===== config.mk =====
export PLATFORM = sky130hd
export DESIGN_NAME = pwm_tick_gen
export DESIGN_NICKNAME = d
export VERILOG_FILES = /design/src/rtl/pwm_tick_gen.sv
export SDC_FILE = /design/constraint.sdc
export NUM_CORES = 1
export LEC_CHECK = 0
export CAP_MARGIN = 0
export CORE_ASPECT_RATIO = 0.75
export CORE_MARGIN = 3
export CORE_UTILIZATION = 52
export DETAILED_ROUTE_END_ITERATION = 10
export GPL_TIMING_DRIVEN = 0
export PLACE_DENSITY = 0.82
export SETUP_SLACK_MARGIN = 0.05
export SLEW_MARGIN = 25
export SYNTH_ARGS = -nofsm -noshare
export SYNTH_HDL_FRONTEND = slang
export SYNTH_SLANG_ARGS = --single-unit

===== constraint.sdc =====
create_clock -name clk -period 2.6 [get_ports clk]
set_input_delay 0.52 -clock clk [delete_from_list [all_inputs] [get_ports clk]]
set_output_delay 0.52 -clock clk [all_outputs]
set_load 0.005 [all_outputs]

===== src/rtl/pwm_tick_gen.sv =====
module pwm_tick_gen #(
  parameter int PRE_N = 11,
  parameter int LIN_N = 2,
  parameter int SEL_W = 4,
  parameter int FAC_W = 8,
  parameter int IDX_W = 1
) (
  input  logic             clk,
  input  logic             rst,
  input  logic             wr_en,
  input  logic [IDX_W-1:0] wr_idx,
  input  logic [SEL_W-1:0] wr_src,
  input  logic [FAC_W-1:0] wr_div,
  output logic [PRE_N-1:0] tick_pre,
  output logic [LIN_N-1:0] tick_lin
);
  localparam int CNT_W = PRE_N - 1;
  localparam int SEL_N = 1 << SEL_W;

  logic [CNT_W-1:0] cnt;
  logic [PRE_N-1:0] pre_raw;
  logic [SEL_N-1:0] pre_ext;

  always_ff @(posedge clk)
    if (rst) cnt <= '0;
    else     cnt <= cnt + 1'b1;

  assign pre_raw[0] = 1'b1;
  for (genvar k = 1; k < PRE_N; k++) begin : g_pre
    assign pre_raw[k] = &cnt[k-1:0];
  end

  assign pre_ext  = SEL_N'(pre_raw);
  assign tick_pre = rst ? '0 : pre_raw;

  logic [SEL_W-1:0] src_q [LIN_N];
  logic [FAC_W-1:0] fac_q [LIN_N];
  logic [FAC_W-1:0] cnt_q [LIN_N];

  for (genvar i = 0; i < LIN_N; i++) begin : g_lin
    logic hit_wr, src_tick, last, live;
    assign hit_wr   = wr_en && (wr_idx == IDX_W'(i));
    assign src_tick = pre_ext[src_q[i]];
    assign last     = cnt_q[i] == fac_q[i] - 1'b1;
    assign live     = fac_q[i] != '0;
    assign tick_lin[i] = !rst && !hit_wr && live && src_tick && last;

    always_ff @(posedge clk)
      if (rst) begin
        src_q[i] <= '0;
        fac_q[i] <= '0;
        cnt_q[i] <= '0;
      end else if (hit_wr) begin
        src_q[i] <= wr_src;
        fac_q[i] <= wr_div;
        cnt_q[i] <= '0;
      end else if (live && src_tick) begin
        cnt_q[i] <= last ? '0 : cnt_q[i] + 1'b1;
      end
  end
endmodule


==> flow_summary.yaml <==
status:
  status: "finished with violations"
  violations: "setup timing"
synthesis:
  synth.area.top_cells: "edfxtp_1 (40%), dfxtp_1 (6.7%), and2_1 (5.0%)"
  syn-num-nets: 319
  synth_top_flop_cell: "edfxtp_1"
  syn_area_sq_um: 2980
  avgSynthCellArea_sq_um: 10.1
  async_flop_share_pct: 0
  synth_warnings: 0
  ys_ff_latch: 50
  yosys.area.top_type: "edfxtp_1"
  synth_edf_count: 40
  yosysUniqueCellTypes: 52
  syn-instance-count: 295
  netlist.area_leader.share_pct: 40.3
  seq_area_frac_synth_pct: 47.0
setup_path:
  crit_slowest_cell: "or4_4"
  startpoint_type: "flop"
  max_stage_delay_ps: 560
  r2r_start: "fac_q[0][1]$_SDFFCE_PN0P_"
  path_cells: "or4_4, or4b_4, a21o_1, a211oi_4, nor2b_4, buf_2"
  r2r-end: "cnt_q[0][3]$_SDFFCE_PP0P_"
  critPathRequiredTime_ps: 2080
  crit_type: "flop to output port"
  worstPathArrival_ps: 2450
  critPathMaxFanout: 2
  r2r_cells: 9
  cp-end-kind: "output port"
  crit_buf_inv: 1
  rrSetupSlack_ps: 180
  critical-path-top-delay-family: "simple AND/OR/NAND/NOR gates"
hold_path:
  hold_end: "cnt[6]$_SDFF_PP0_"
  hold_class: "flop to flop"
  min_from: "cnt[6]$_SDFF_PP0_"
  whs_path_depth: 2
timing:
  timing.final.crit_period_ps: 2970
  worst_pin_slew_ps: 631
  hold_violations: 0
  fmax_ghz: 0.337
  timing.final.ws_setup_ps: -371
  setup_violations: 2
  min_period_over_period_pct: 114
  finalClockSkew_ps: 7.50
  slew_headroom_pct: 57.9
  rsz0062_at_grt: "true"
  tns_ps: -482
  drv_slew: 0
power_and_ir_drop:
  powerDensity_nw_per_um2: 471
  comb_power_share_pct: 20.4
  power_uw: 1830
  ir_drop_uv: 274
  switching_power_uw: 528
  p_seq_share_pct: 54.8
  power_leakage_uw: 0.00140
  p_int_uw: 1310
  swShare_pct: 28.8
  pwr-share-clk_pct: 24.8
global_routing:
  grt_pass1_vias: 2458
  use_met2_pct: 38.7
  grtUsageMet1_pct: 28.7
  busiest_layer: "met2"
  grtUsageMet3_pct: 5.77
  track_usage_pct: 22.8
  overflow: 0
  grt_pass1_wl_um: 11900
  grt_max_degree: 16
  antenna_found_initial: 0
cts:
  cts_buffers: 5
  htreeDepth: 2
  cts_root_buffer: "clkbuf_8"
  tritoncts: "yes"
  cts.sinks: 50
  cts_hold_buf: 0
  cts_buffer_depth: 2
  cts.clk_slew.worst_paths_ps: 90
  clk-insertion-delay-late_ps: 310
die:
  rows: 23
  start_util_pct: 54.8
  core_sq_um: 5440
  ios: 29
  die_w_um: 93.4
  die_h_um: 71.6
  die_area_sq_um: 6680
cells_and_area:
  insertedDiodeCount: 0
  nNetsFinal: 380
  drive_above_1_share_pct: 24.4
  instances_no_fill: 432
  fill_cells: 361
  area_growth_pct: 30.8
routing:
  drt_pass1_iterations: 5
  antenna_left: 0
  wirelength_um: 7250
  viasPerCell: 5.76
  drc_errors: 0
  vias: 2490
  routedWlPerCell_um: 16.8
  drt_iter0_markers: 149
placement:
  preCtsSetupSlack_ps: -869
  portBuffers: 27
  dpl.hpwl_um: 4560
  gp_congestion: 0.850
  placed_cells: 397
run:
  max_cap_viol_count: 0
==> cells in the final DEF (no fill, tap or decap), drive strengths merged, types with 3 or more instances in the layout <==
cell and instances:
a21o 3, clkdlybuf4s50 24, o21ai 5, nand4 4, inv 17, nand2b 3
nor3 11, nor2b 13, edfxtp 40, a21oi 4, a211oi 11, xor2 15
ha 8, nor2 23, buf 32, xnor2 17, nand3 14, clkbuf 12
and3 4, and2 24, o211ai 3, or4 3, dfxtp 10, nand2 18
or3 4
==> metrics by stage <==
stage	utilization [%]	instance area, sq um	hold WS [ps]
CTS	69.8	3800	547
detailed placement	61.9	3360	501
floorplan	-	3000	460
finish	71.6	3900	523
global placement	61.9	3360	497
global route	71.6	3900	552
==> cell usage after synthesis, drive strengths merged (2+ instances only) <==
cell type,count
nor3b,2
nor2b,13
o41ai,2
nand3,14
or4b,2
nand4,4
nor4,2
o311a,2
o211ai,3
nand4b,2
nand2b,3
nor3,11
a211oi,11
dfxtp,10
mux2i,2
nand2,18
a21o,3
xnor2,17
clkbuf,8
and2,24
nor4b,2
nor2,23
xor2,15
ha,8
inv,17
or4,3
a21oi,4
and3,4
a311o,2
or3,4
or2,2
edfxtp,40
o21ai,5
==> per-layer routing <==
layer	vias up	wire, um
met5	-	0
met4	0	101
met3	16	397
met2	75	3600
met1	1214	3150
li1	1185	-
==> power groups by stage <==
stage / registers (uW) / clock network [uW] / logic, uW
4_1_cts: 997 / 470 / 349
3_5_place_dp: 1020 / 0 / 282
3_3_place_gp: 1010 / 0 / 273
2_1_floorplan: 997 / 0 / 211
6_report: 1000 / 456 / 374
5_1_grt: 1010 / 496 / 410
==> final cells by class <==
type	count	area (sq um)	area share, %
Clock buffer	6	72.6	1.86
Timing Repair Buffer	56	492	12.6
Multi-Input combinational cell	219	1720	44.0
Sequential cell	50	1420	36.3
Inverter	17	63.8	1.64
Buffer	7	30.0	0.771
Tap cell	75	93.8	2.41
Clock inverter	2	13.8	0.353
==> flip-flops by register name (all words and copies together) (netlist names) <==
name   flops
cnt       10
src_q      8
cnt_q     16
fac_q     16
==> worst min-delay path, stage by stage (launching register included) <==
cell     delay, ps
dfxtp_2        360
o21ai_0         70
a21oi_1         60
==> cells by family after synthesis <==
group	after synthesis	synth area share (%)
xor gates and xnor gates	32	9.41
AOI/OAI and AO/OA	40	10.5
muxes	3	1.05
buffers and inverters	26	3.40
and+or+nand+nor	136	25.2
DFF	50	47.0
adders and majority gates	8	3.36
==> worst max path at each step <==
stage | to | from | depth (start not counted)
global route | tick_lin[0] | fac_q[0][2]$_SDFFCE_PN0P_ | 6
global placement | tick_lin[1] | wr_en | 7
finish | tick_lin[0] | fac_q[0][2]$_SDFFCE_PN0P_ | 6
floorplan | tick_lin[0] | fac_q[0][0]$_SDFFCE_PN0P_ | 5
detailed placement | tick_lin[1] | wr_idx | 7
CTS | tick_lin[0] | fac_q[0][1]$_SDFFCE_PN0P_ | 6
==> repair_timing <==
item / 4_1_cts / 5_1_grt
pin swaps: 16 / 10
endpoints found under the setup margin: 34 / 19
setup buffers: 26 / 3
resized for setup: 44 / 20
No activity file was read; power rests on OpenSTA's default activity.
